--- src/rtl/cbt_pkg.sv ---
package cbt_pkg;
  typedef enum logic [1:0] {
    SEG_SYNC = 2'd0,
    SEG_PROP = 2'd1,
    SEG_PH1  = 2'd2,
    SEG_PH2  = 2'd3
  } seg_e;
endpackage

--- src/rtl/cbt_tq_div.sv ---
module cbt_tq_div #(
  parameter int PRESC_W = 6
) (
  input  logic               clk,
  input  logic               rst_n,
  input  logic [PRESC_W-1:0] presc,
  input  logic               restart,
  output logic               tick
);
  logic [PRESC_W-1:0] pc;

  assign tick = (pc >= presc);

  always_ff @(posedge clk) begin
    if (!rst_n)               pc <= '0;
    else if (restart || tick) pc <= '0;
    else                      pc <= pc + 1'b1;
  end


  tick_gap_chk: assert property (@(posedge clk) disable iff (!rst_n)
    (tick && presc != '0 && !restart && $stable(presc)) |=> (!tick || presc == '0));
endmodule

--- src/rtl/cbt_cfg_chk.sv ---
module cbt_cfg_chk #(
  parameter int PRESC_W      = 6,
  parameter int LEN_W        = 4,
  parameter int MIN_BIT_CLKS = 9
) (
  input  logic [PRESC_W-1:0] presc,
  input  logic [LEN_W-1:0]   ph2_raw,
  input  logic [LEN_W-1:0]   propc,
  input  logic [LEN_W-1:0]   ph1c,
  input  logic [LEN_W-1:0]   ph2c,
  output logic               cfg_err,
  output logic [1:0]         tx_dly
);
  localparam int BC_W = PRESC_W + LEN_W + 3;

  logic [BC_W-1:0] div_f, quanta, bit_clks;
  logic [LEN_W-1:0] ipt;

  always_comb begin
    div_f    = BC_W'(presc) + BC_W'(1);
    quanta   = BC_W'(1) + BC_W'(propc) + BC_W'(ph1c) + BC_W'(ph2c);
    bit_clks = div_f * quanta;
    cfg_err  = ((presc == '0) && (ph2_raw == '0)) || (bit_clks < BC_W'(MIN_BIT_CLKS));
    ipt      = (presc == '0) ? LEN_W'(3) : LEN_W'(2);
    tx_dly   = (ph2c < ipt) ? 2'(ipt - ph2c) : 2'd0;
  end
endmodule

--- src/rtl/cbt_seq.sv ---
module cbt_seq
  import cbt_pkg::*;
#(
  parameter int LEN_W = 4,
  parameter int SJW_W = 3
) (
  input  logic             clk,
  input  logic             rst_n,
  input  logic             tick,
  input  logic [LEN_W-1:0] propc,
  input  logic [LEN_W-1:0] ph1c,
  input  logic [LEN_W-1:0] ph2c,
  input  logic [SJW_W-1:0] sjw,
  input  logic [1:0]       tx_dly,
  input  logic             bus_idle,
  input  logic             rx,
  output logic             restart,
  output logic             bit_valid,
  output logic             bit_value,
  output logic             tx_bit_start
);
  localparam int CNT_W  = LEN_W + 2;
  localparam int QIDX_W = LEN_W + 3;

  seg_e              seg, seg_nx;
  logic [CNT_W-1:0]  cnt, seg_len, ph1_eff, ph2_eff, rem, sjw_w;
  logic [QIDX_W-1:0] qidx, qidx_n;
  logic [SJW_W-1:0]  ext, cut, ext_n, cut_n, sjw_c, qmin;
  logic              rx_q, resynced, resync_n, fall, hard, soft_ok, last, end_ph1;

  always_comb begin
    sjw_c   = (sjw == '0) ? SJW_W'(1) : sjw;
    sjw_w   = CNT_W'(sjw_c);
    fall    = rx_q & ~rx;
    hard    = fall & bus_idle;
    soft_ok = fall & ~bus_idle & ~resynced & (seg != SEG_SYNC);
    rem     = (CNT_W'(ph2c) > cnt) ? CNT_W'(ph2c) - cnt : CNT_W'(1);
    restart = hard | (soft_ok && seg == SEG_PH2 && rem <= sjw_w);
    qmin    = (qidx < QIDX_W'(sjw_c)) ? SJW_W'(qidx) : sjw_c;
    ext_n   = (soft_ok && (seg == SEG_PROP || seg == SEG_PH1)) ? qmin : ext;
    cut_n   = (soft_ok && seg == SEG_PH2 && rem > sjw_w) ? sjw_c : cut;
    resync_n = resynced | soft_ok;
    ph1_eff = CNT_W'(ph1c) + CNT_W'(ext_n);
    ph2_eff = CNT_W'(ph2c) - CNT_W'(cut_n);
    unique case (seg)
      SEG_SYNC: begin seg_len = CNT_W'(1); seg_nx = SEG_PROP; end
      SEG_PROP: begin seg_len = CNT_W'(propc); seg_nx = SEG_PH1; end
      SEG_PH1:  begin seg_len = ph1_eff; seg_nx = SEG_PH2; end
      default:  begin seg_len = ph2_eff; seg_nx = SEG_SYNC; end
    endcase
    last    = (cnt >= seg_len - CNT_W'(1));
    end_ph1 = tick && seg == SEG_PH1 && last && !restart;
    qidx_n  = (last && seg == SEG_PH2) ? '0 : qidx + 1'b1;
  end

  always_ff @(posedge clk) begin
    if (!rst_n) begin
      rx_q <= 1'b1; seg <= SEG_SYNC; cnt <= '0; qidx <= '0;
      ext <= '0; cut <= '0; resynced <= 1'b0;
      bit_valid <= 1'b0; bit_value <= 1'b0; tx_bit_start <= 1'b0;
    end else begin
      rx_q      <= rx;
      bit_valid <= end_ph1;
      if (end_ph1) bit_value <= rx;
      if (restart) begin
        seg <= SEG_SYNC; cnt <= '0; qidx <= '0;
        ext <= '0; cut <= '0; resynced <= 1'b0;
        tx_bit_start <= (tx_dly == 2'd0);
      end else begin
        tx_bit_start <= tick && (qidx_n == QIDX_W'(tx_dly));
        if (tick && last && seg == SEG_PH2) begin
          seg <= SEG_SYNC; cnt <= '0; qidx <= '0;
          ext <= '0; cut <= '0; resynced <= 1'b0;
        end else begin
          ext <= ext_n; cut <= cut_n; resynced <= resync_n;
          if (tick) begin
            qidx <= qidx_n;
            if (last) begin seg <= seg_nx; cnt <= '0; end
            else cnt <= cnt + 1'b1;
          end
        end
      end
    end
  end


  sample_single_chk: assert property (@(posedge clk) disable iff (!rst_n)
    bit_valid |=> !bit_valid);

  seg_order_chk: assert property (@(posedge clk) disable iff (!rst_n)
    (seg == SEG_PH2 && !restart) |=> (seg == SEG_PH2 || seg == SEG_SYNC));

  restart_sync_chk: assert property (@(posedge clk) disable iff (!rst_n)
    restart |=> (seg == SEG_SYNC && cnt == '0));

  jump_bound_chk: assert property (@(posedge clk) disable iff (!rst_n)
    (resynced && $stable(sjw)) |-> (ext <= sjw_c && cut <= sjw_c));

  one_resync_chk: assert property (@(posedge clk) disable iff (!rst_n)
    (resynced && !restart && !(tick && last && seg == SEG_PH2)) |=> ($stable(ext) && $stable(cut)));
endmodule

--- src/rtl/can_bittime_gen.sv ---
module can_bittime_gen #(
  parameter int PRESC_W      = 6,
  parameter int LEN_W        = 4,
  parameter int SJW_W        = 3,
  parameter int MIN_BIT_CLKS = 9
) (
  input  logic               clk,
  input  logic               rst_n,
  input  logic [PRESC_W-1:0] presc,
  input  logic [LEN_W-1:0]   prop_len,
  input  logic [LEN_W-1:0]   ph1_len,
  input  logic [LEN_W-1:0]   ph2_len,
  input  logic [SJW_W-1:0]   sjw,
  input  logic               bus_idle,
  input  logic               rx,
  output logic               tq_tick,
  output logic               bit_valid,
  output logic               bit_value,
  output logic               tx_bit_start,
  output logic               cfg_err
);
  logic [LEN_W-1:0] propc, ph1c, ph2c;
  logic [1:0]       tx_dly;
  logic             restart;

  assign propc = (prop_len == '0) ? LEN_W'(1) : prop_len;
  assign ph1c  = (ph1_len  == '0) ? LEN_W'(1) : ph1_len;
  assign ph2c  = (ph2_len  == '0) ? LEN_W'(1) : ph2_len;

  cbt_tq_div #(.PRESC_W(PRESC_W)) u_div (
    .clk(clk), .rst_n(rst_n), .presc(presc), .restart(restart), .tick(tq_tick)
  );

  cbt_cfg_chk #(.PRESC_W(PRESC_W), .LEN_W(LEN_W), .MIN_BIT_CLKS(MIN_BIT_CLKS)) u_cfg (
    .presc(presc), .ph2_raw(ph2_len), .propc(propc), .ph1c(ph1c), .ph2c(ph2c),
    .cfg_err(cfg_err), .tx_dly(tx_dly)
  );

  cbt_seq #(.LEN_W(LEN_W), .SJW_W(SJW_W)) u_seq (
    .clk(clk), .rst_n(rst_n), .tick(tq_tick), .propc(propc), .ph1c(ph1c), .ph2c(ph2c),
    .sjw(sjw), .tx_dly(tx_dly), .bus_idle(bus_idle), .rx(rx), .restart(restart),
    .bit_valid(bit_valid), .bit_value(bit_value), .tx_bit_start(tx_bit_start)
  );


  tx_pulse_chk: assert property (@(posedge clk) disable iff (!rst_n)
    (tx_bit_start && !restart) |=> !tx_bit_start);
endmodule

--- config.mk ---
export PLATFORM = sky130hd
export DESIGN_NAME = can_bittime_gen
export DESIGN_NICKNAME = d
export VERILOG_FILES = /design/src/rtl/cbt_pkg.sv /design/src/rtl/cbt_tq_div.sv /design/src/rtl/cbt_cfg_chk.sv /design/src/rtl/cbt_seq.sv /design/src/rtl/can_bittime_gen.sv
export SDC_FILE = /design/constraint.sdc
export NUM_CORES = 1
export LEC_CHECK = 0
export ABC_AREA = 1
export BUFFER_PORTS_ARGS = -buffer_cell sky130_fd_sc_hd__buf_2
export CAP_MARGIN = 40
export CELL_PAD_IN_SITES_DETAIL_PLACEMENT = 1
export CELL_PAD_IN_SITES_GLOBAL_PLACEMENT = 1
export CORE_MARGIN = 3
export CORE_UTILIZATION = 49
export DETAILED_ROUTE_END_ITERATION = 8
export PLACE_DENSITY_LB_ADDON = 0.08
export SYNTH_ARGS = -nofsm -noshare
export SYNTH_HDL_FRONTEND = slang
export SYNTH_SLANG_ARGS = --single-unit
--- constraint.sdc ---
create_clock -name clk -period 15.1 [get_ports clk]
set_input_delay 0.755 -clock clk [delete_from_list [all_inputs] [get_ports clk]]
set_output_delay 0.755 -clock clk [all_outputs]
set_load 0.02 [all_outputs]
=== Word level (Yosys, flattened, before mapping) ===
Index checks and enable logic that the tools add are counted.

* Word-level logic and storage cells: 89
* Output and inout port bits: 5
* Register bits: 32

* $mul: 1
* Equality and inequality tests: 4
* Bitwise logic cells: 11
* Add/sub/neg operators: 12
* Reductions and logical operators: 27
* Muxes and demuxes: 15
* Order comparisons: 8

{| class="wikitable"
|+ Operators by type and width
! kind !! number
|-
| $add A13 B4 Y13 || 2
|-
| $pmux W6 S3 || 1
|-
| $lt A13 B4 Y1 const B || 1
|-
| $mul A13 B13 Y13 || 1
|-
| $add A6 B1 Y6 const B || 2
|-
| $ge A6 B6 Y1 || 2
|-
| $logic_and A1 B1 Y1 || 12
|-
| $logic_not A4 Y1 || 3
|-
| $mux W3 || 4
|-
| $mux W4 || 3
|-
| $mux W6 || 2
|-
| $add A6 B1 Y7 const B || 1
|-
| $add A7 B1 Y7 const B || 1
|-
| $eq A7 B2 Y1 || 1
|-
| $lt A7 B3 Y1 || 1
|-
| $mux W7 || 1
|-
| $gt A4 B6 Y1 || 1
|-
| $gt A6 B3 Y1 || 1
|-
| $le A6 B3 Y1 || 1
|-
| $logic_not A6 Y1 || 1
|-
| $pmux W2 S3 || 1
|-
| $sub A4 B6 Y6 || 1
|-
| $sub A6 B1 Y6 const B || 1
|-
| $add A1 B4 Y5 const A || 1
|-
| 19 further kinds || 32
|}

=== Longest topological paths before layout ===
Gate-level depths: netlist (run 1).

* Depth after elaboration: 17
* Gate-level depth with buffers: 48

=== Cells and area by module ===
From an unflattened synthesis (run 1), not the netlist that was laid out.

* Cell total of the unflattened synthesis: 738
* Area total of the unflattened synthesis: 4,868.4 um^2

{| class="wikitable"
|+ By module, submodules not included
! module !! cells each !! instances !! area an instance (um^2)
|-
| cbt_seq || 346 || 1 || 2,348.5
|-
| cbt_cfg_chk || 310 || 1 || 2,019.4
|-
| cbt_tq_div || 58 || 1 || 410.4
|-
| can_bittime_gen || 24 || 1 || 90.1
|}

=== Least setup slack after synthesis (run 1) ===
Ideal clock, no wire load.

* Kind: input port to output port
* From: input prop_len[3]
* To: output cfg_err
* Slack: 8,403 ps
* Required time: 14,345 ps
* Stages on the path: 26
* Arrival: 5,942 ps
* Path buffers: 0
* Cell sequence: nor2_1 o21ai_0 fa_1 inv_1 ha_1 fa_1 xor2_1 nand2_1 fa_1 inv_1 ha_1 inv_1 fa_1 fa_1 inv_1 ha_1 nand2_1 o21ai_0 a21oi_1 nor2_1 nor2_1 o21ai_0 a21oi_1 o21ai_0 o2111ai_1 o21ai_0

* Longest elaborated chain between the ends: 8

{| class="wikitable"
|+ Ends and longest elaborated chain
! what !! line !! RTL
|-
| start: declaration || can_bittime_gen.sv:10 || <nowiki>input logic [LEN_W-1:0] prop_len,</nowiki>
|-
| $logic_not A4 Y1 || can_bittime_gen.sv:26 || <nowiki>assign propc = (prop_len == '0) ? LEN_W'(1) : prop_len;</nowiki>
|-
| $mux W4 * || can_bittime_gen.sv:26 ||
|-
| $add A1 B4 Y5 * || cbt_cfg_chk.sv:21 || <nowiki>quanta = BC_W'(1) + BC_W'(propc) + BC_W'(ph1c) + BC_W'(ph2c);</nowiki>
|-
| $add A13 B4 Y13 * (2 in a row) || cbt_cfg_chk.sv:21 ||
|-
| $mul A13 B13 Y13 * || cbt_cfg_chk.sv:22 || <nowiki>bit_clks = div_f * quanta;</nowiki>
|-
| $lt A13 B4 Y1 * || cbt_cfg_chk.sv:23 || <nowiki>cfg_err = ((presc == '0) && (ph2_raw == '0)) || (bit_clks < BC_W'(MIN_BIT_CLKS));</nowiki>
|-
| $logic_or A1 B1 Y1 * || cbt_cfg_chk.sv:23 ||
|-
| end: declaration || can_bittime_gen.sv:20 || <nowiki>output logic cfg_err</nowiki>
|}

Every way passes the cells marked *; elsewhere a longest branch is shown, timed or not.

=== Final worst setup path (run 1) ===
Ends and elaborated chain as after synthesis.

==> run_results.csv, run 1 <==
group,metric,value,unit
synth,synth.distinct_cells,40,
final_layout,fillCellCount,1168,
worst_setup_path,cp_max_fo,6,
timing,setup_viol,0,
synth,async_flop_share,0,%
cts,cts_resized,0,
die,placementRows,33,
worst_setup_path,cp-startpoint,"prop_len[3]",
timing,fin_crit_sh,48.6,%
worst_setup_path,reg2reg_depth,37,
worst_setup_path,cp-start-kind,"input port",
synth,yosysSeqAreaShare,14.6,%
synth,synth_top_area_cell,"ha_1",
synth,ys_seq_elements,32,
detailed_routing,final_antenna_net_count,0,
outcome,outcome,"finished, final reports clean",
synth,synth_area_leaders,"ha_1 21%, dfxtp_1 15%, inv_1 12%",
die,die_h,101,µm
timing,worst_slack,7.76,ns
timing,rsz0062_at_grt,"no",
cts,clock_sinks,32,
power,p_switching,263,µW
cts,cts_buffers,5,
place,pre_cts_ws,7.76,ns
synth,synthesis.area,4390,µm²
global_routing,grt_pass1_wl,21.0,mm
place,gp_congestion,0.886,
cts,cts.hold.buffers_added,0,
synth,synth_top_cell_area_share,21.1,%
die,pin_count,30,
die,start_util,51.9,%
worst_setup_path,r2r_end,"u_seq.tx_bit_start",
place,dpl-instance-area,4640,µm²
cts,clk_latency,0.28,ns
final_layout,area_growth_syn_to_layout,7.81,%
cts,clkSlewWorstSetupHoldPaths,0.06,ns
global_routing,grt_pass1_vias,4516,
final_layout,final_design_area_no_fill,4730,µm²
timing,slew_viol_final,0,
final_layout,drive_gt1_share,8.73,%
worst_setup_path,r2r_slack,9.11,ns
cts,cts_root_buffer,"clkbuf_8",
power,clkPwrFrac,12.4,%
timing,fin_tns_setup,0,ns
power,power,541,µW
final_layout,fin_nets,787,
place,dp_hpwl,10.6,mm
die,die-area,10100,µm²
detailed_routing,firstDrtPassIters,4,
synth,synth_ff_type,"dfxtp_1",
timing,fin_crit,7.34,ns
synth,yosys-top-cells-count,"141 x inv_1, 111 x nand2_1, 74 x ha_1",
global_routing,grt_antenna_before_repair,0,
run,maxCapViolCount,0,
power,power.share.sequential,16.3,%
detailed_routing,wl_per_cell,15.6,µm
timing,finalHoldWorstSlack,0.465,ns
power,ir_drop,0.0000624,V
detailed_routing,drc,0,
synth,avgSynthCellArea,6.94,µm²
global_routing,grt_overflow,0,
synth,synth_most_common_cell,"inv_1",
timing,finClkSkew,0.00760,ns
worst_setup_path,critPathCaptureType,"output port",
cts,post_cts_buffers,0,
power,powerDensity,114,nW/µm²
global_routing,grt_use_total,25.7,%
min_path,worst_hold_path_type,"reg -> reg",
power,power.internal,278,µW
power,swShare,48.6,%
synth,yosys_warnings,0,
timing,tightest_slew,0.737,ns
detailed_routing,drt_iter0_markers,105,
worst_setup_path,r2r-start,"u_seq.cnt[2]",
cts,clock_path_buffers,2,
timing,max_freq,136,MHz
detailed_routing,wl,12.0,mm
cts,tritoncts,"built",
worst_setup_path,required,14.35,ns
synth,synth_fp_nets,757,
cts,cts_max_level,2,
final_layout,diodes,0,
global_routing,grt_max_degree,21,
synth,synth_cells,633,
synth,synth_edf_count,0,
detailed_routing,vias_per_cell,5.31,
worst_setup_path,crit_type,"in -> out",
worst_setup_path,endpoint,"cfg_err",
place,io_buffers,29,
die,core,8460,µm²
die,die_x,101,µm
power,comb_power_share,71.3,%
worst_setup_path,arrival,6.59,ns
power,power_leakage,2.57,nW
timing,hold_viol,0,
detailed_routing,via_count,4083,
timing,timing.slew.headroom,50.7,%
[worst min-delay path by stage]
stage | startpoint | endpoint | cells after the start
CTS | u_div.pc[0] | u_div.pc[0] | 1
finish | u_div.pc[0] | u_div.pc[0] | 1
detailed placement | u_div.pc[0] | u_div.pc[0] | 1
global route | u_seq.resynced | u_seq.resynced | 2
global placement | u_seq.resynced | u_seq.resynced | 2
floorplan | u_div.pc[0] | u_div.pc[0] | 1
[cells in the final DEF, fill, tap and decap left out, types with 3 or more instances in the layout]
master,count
a21oi_1,38
a31oi_1,3
buf_2,29
clkbuf_8,6
dfxtp_1,32
fa_1,25
ha_1,74
inv_1,141
nand2_1,111
nand2_2,6
nand3_1,28
nand4_1,7
nor2_1,67
nor3_1,8
nor4_1,3
o211ai_1,7
o21a_1,3
o21ai_0,22
or2_2,3
xnor2_1,6
xor2_1,14
[per-stage QoR]
stage               util [%]  std cells
floorplan                  -        633
global placement        54.8        761
detailed placement      54.8        761
CTS                     55.9        769
global route            55.9        769
finish                  55.9        769
[final cells by class]
class	instances	area, µm²	area share (%)
well taps	105	131	2.78
clock inverters	2	10.0	0.211
inverters	143	537	11.3
multi-input cells	451	3180	67.2
flip-flops and latches	32	641	13.5
clock buffers	6	82.6	1.74
repair buffers	30	153	3.22
[sequential cells by signal (all words and copies together), names as in the netlist]
name and cells:
u_seq.qidx 7, u_div.pc 6, u_seq.cnt 6, u_seq.cut 3, u_seq.ext 3, u_seq.seg 2, u_seq.bit_valid 1, u_seq.bit_value 1
u_seq.resynced 1, u_seq.rx_q 1, u_seq.tx_bit_start 1
[metal layers]
layer / GRT usage [%] / wire length, µm
met1: 34.0 / 5620
met2: 45.7 / 5760
met3: 1.73 / 415
met4: 5.91 / 185
met5: 0 / 0
[critical path: stages]
cell,delay [ns]
buf_2,0.12
nor2_1,0.13
o21ai_0,0.16
fa_1,0.51
inv_1,0.04
ha_1,0.22
fa_1,0.40
xor2_1,0.42
nand2_1,0.14
fa_1,0.53
inv_1,0.04
ha_1,0.26
inv_1,0.05
fa_1,0.50
fa_1,0.55
inv_1,0.05
ha_1,0.35
nand2_1,0.06
o21ai_0,0.24
a21oi_1,0.10
nor2_1,0.09
nor2_1,0.06
o21ai_0,0.16
a21oi_1,0.10
o21ai_0,0.16
o2111ai_1,0.11
o21ai_0,0.08
buf_2,0.19
[power by group through the flow]
stage	registers, mW	clock network, mW	logic [mW]
2_1_floorplan	0.0896	0	0.286
3_3_place_gp	0.0899	0	0.354
3_5_place_dp	0.0900	0	0.383
4_1_cts	0.0880	0.0698	0.390
5_1_grt	0.0883	0.0740	0.448
6_report	0.0881	0.0671	0.385
[cells by family (layout without fill, tap and decap cells)]
family,Yosys count,count (layout),share of synthesized area (%)
muxes,1,1,0.228
DFF,32,32,14.6
and+or+nand+nor,242,242,23.9
xor gates and xnor gates,20,20,3.99
adders and majority gates,99,99,32.5
buffers and inverters,150,181,13.0
AOI/OAI and AO/OA,89,89,11.9
No activity file was read; power rests on OpenSTA's default activity.
==> run 2, diff against run 1 <==
--- a/config.mk
+++ b/config.mk
@@ -11,7 +11,7 @@
 export CELL_PAD_IN_SITES_DETAIL_PLACEMENT = 1
 export CELL_PAD_IN_SITES_GLOBAL_PLACEMENT = 1
 export CORE_MARGIN = 3
-export CORE_UTILIZATION = 49
+export CORE_UTILIZATION = 45
 export DETAILED_ROUTE_END_ITERATION = 8
 export PLACE_DENSITY_LB_ADDON = 0.08
 export SYNTH_ARGS = -nofsm -noshare
==> constraint.sdc (replaced) <==
create_clock -name clk -period 7.1 [get_ports clk]
set_input_delay 0.355 -clock clk [delete_from_list [all_inputs] [get_ports clk]]
set_output_delay 0.355 -clock clk [all_outputs]
set_load 0.02 [all_outputs]
==> run 2 against run 1 <==
Compared with the run above: design area increased by 0.48%; clock power grew 100%; first-iteration DRC count increased by 10%; critical path depth rose by 2; wire length down 0.50%; largest power group unchanged; clock skew down 0.0039 ns; hold slack worse by 0.19 ns; via count is essentially flat; flip-flop and latch count stayed put; total power rose by 110%.
==> run_results.csv, run 2 (synthesis results as in run 1) <==
group,metric,value,unit
timing,timing.slew.headroom,48.3,%
timing,finalHoldWorstSlack,0.273,ns
final_layout,final_util,50.7,%
worst_setup_path,critPathCaptureType,"output port",
global_routing,grt_antenna_before_repair,0,
place,io_buffers,29,
worst_setup_path,reg2reg_depth,39,
place,dpl-instance-area,4670,µm²
detailed_routing,wl_per_cell,15.0,µm
die,die_x,105,µm
worst_setup_path,crit_type,"in -> out",
detailed_routing,drt_iter0_markers,116,
die,die-area,11000,µm²
worst_setup_path,cp_max_fo,7,
die,die_h,105,µm
timing,setup_viol,0,
worst_setup_path,arrival,6.18,ns
cts,cts_buffers,5,
worst_setup_path,required,6.74,ns
cts,clkSlewWorstSetupHoldPaths,0.06,ns
min_path,min_path_cells,3,
final_layout,diodes,0,
detailed_routing,firstDrtPassIters,4,
global_routing,grt_overflow,0,
timing,rsz0062_at_grt,"no",
timing,fin_tns_setup,0,ns
final_layout,mostFrequentLayoutCell,"inv_1",
worst_setup_path,cp_top_family,"adder cells",
final_layout,top_register,"u_seq.qidx",
detailed_routing,wl,11.9,mm
final_layout,fillCellCount,1269,
run,maxCapViolCount,0,
detailed_routing,vias_per_cell,5.15,
worst_setup_path,crit_slowest_cell,"fa_1",
place,dpl.cell_count,785,
power,ir_drop,0.000188,V
power,power_leakage,2.56,nW
worst_setup_path,crit_buf_inv,8,
timing,finClkSkew,0.00373,ns
detailed_routing,via_count,4079,
worst_setup_path,r2r_end,"u_seq.tx_bit_start",
cts,clk_latency,0.29,ns
global_routing,grt_use_total,22.7,%
final_layout,fin_nets,787,
global_routing,grt_max_degree,21,
worst_setup_path,r2r_slack,1.28,ns
final_layout,top_regs,"u_seq.qidx (7), u_div.pc (6), u_seq.cnt (6)",
die,core,9370,µm²
final_layout,area_growth_syn_to_layout,8.32,%
worst_setup_path,critPathMostFrequentCell,"inv_1",
final_layout,final_design_area_no_fill,4760,µm²
timing,worst_slack,0.562,ns
final_layout,largest_reg_flops,7,
min_path,holdCritStartpoint,"rx",
die,pin_count,30,
worst_setup_path,crit_path_max_incr_delay,0.54,ns
timing,tightest_slew,0.774,ns
place,dp_hpwl,10.4,mm
cts,cts_root_buffer,"clkbuf_8",
worst_setup_path,cp-start-kind,"input port",
die,start_util,46.8,%
timing,fin_crit_sh,92.1,%
detailed_routing,drc,0,
global_routing,grt_pass1_wl,20.6,mm
timing,hold_viol,0,
timing,max_freq,153,MHz
power,power,1.12,mW
outcome,outcome,"finished, final reports clean",
timing,fin_crit,6.54,ns
global_routing,grt_pass1_vias,4454,
final_layout,drive_gt1_share,8.60,%
cts,clock_sinks,32,
min_path,worst_hold_path_type,"in -> reg",
place,gp_congestion,0.829,
cts,clock_path_buffers,2,
final_layout,layout_common_cells,"141 x inv_1, 111 x nand2_1, 74 x ha_1",
power,powerDensity,236,nW/µm²
final_layout,stdcell_count,792,
timing,slew_viol_final,0,
cts,cts_max_level,2,
cts,tritoncts,"built",
die,placementRows,35,
detailed_routing,final_antenna_net_count,0,
worst_setup_path,r2r-start,"u_seq.cnt[2]",
place,pre_cts_ws,0.434,ns
min_path,holdPathEnd,"u_seq.rx_q",
[run 2: cell types whose count changed in the layout (fill, tap and decap cells not counted)]
| cell | previous run | this run |
|---|---|---|
| xor2_1 | 14 | 13 |
| clkbuf_1 | 0 | 1 |
| clkbuf_8 | 6 | 5 |
| xor2_2 | 0 | 1 |
| clkinv_2 | 2 | 1 |
[run 2: report_power, final]
part / switching [mW] / internal, mW
sequential: 0.00417 / 0.183
combinational: 0.476 / 0.324
clock: 0.0694 / 0.0666
[run 2: what timing repair did]
| item | 4_1_cts | 5_1_grt |
|---|---|---|
| setup buffers | 0 | 0 |
| resized for setup | 0 | 1 |
| setup endpoints to repair | 0 | 1 |
| hold buffers | 0 | 0 |
[run 2: worst min-delay path, delay by kind of cell]
family,cells,cell delay [ns]
AND/OR/NAND/NOR,1,0.05
buffers and inverters,2,0.14
[run 2: layer usage]
layer / GRT usage (%) / vias to the layer above / share of wire (%)
li1: - / 2060 / -
met1: 30.5 / 1959 / 49
met2: 39.2 / 45 / 47
met3: 2.78 / 15 / 2.7
met4: 4.50 / 0 / 1.2
met5: 0 / - / 0
[run 2: worst max path at each step]
stage / start / end / slack [ns] / cells past startpoint
4_1_cts: ph2_len[3] / cfg_err / 0.44 / 28
2_1_floorplan: prop_len[3] / cfg_err / 1.20 / 26
6_report: ph2_len[3] / cfg_err / 0.56 / 30
3_3_place_gp: ph2_len[3] / cfg_err / 0.69 / 28
3_5_place_dp: ph2_len[3] / cfg_err / 0.43 / 28
5_1_grt: ph2_len[3] / cfg_err / 0.06 / 30
[run 2: area by class of cell]
class | instances | area [µm²] | share of cell area, %
Clock buffer | 6 | 72.6 | 1.53
Clock inverter | 1 | 5.00 | 0.105
Inverter | 143 | 537 | 11.3
Multi-Input combinational cell | 451 | 3190 | 67.0
Sequential cell | 32 | 641 | 13.5
Tap cell | 129 | 161 | 3.39
Timing Repair Buffer | 30 | 153 | 3.21
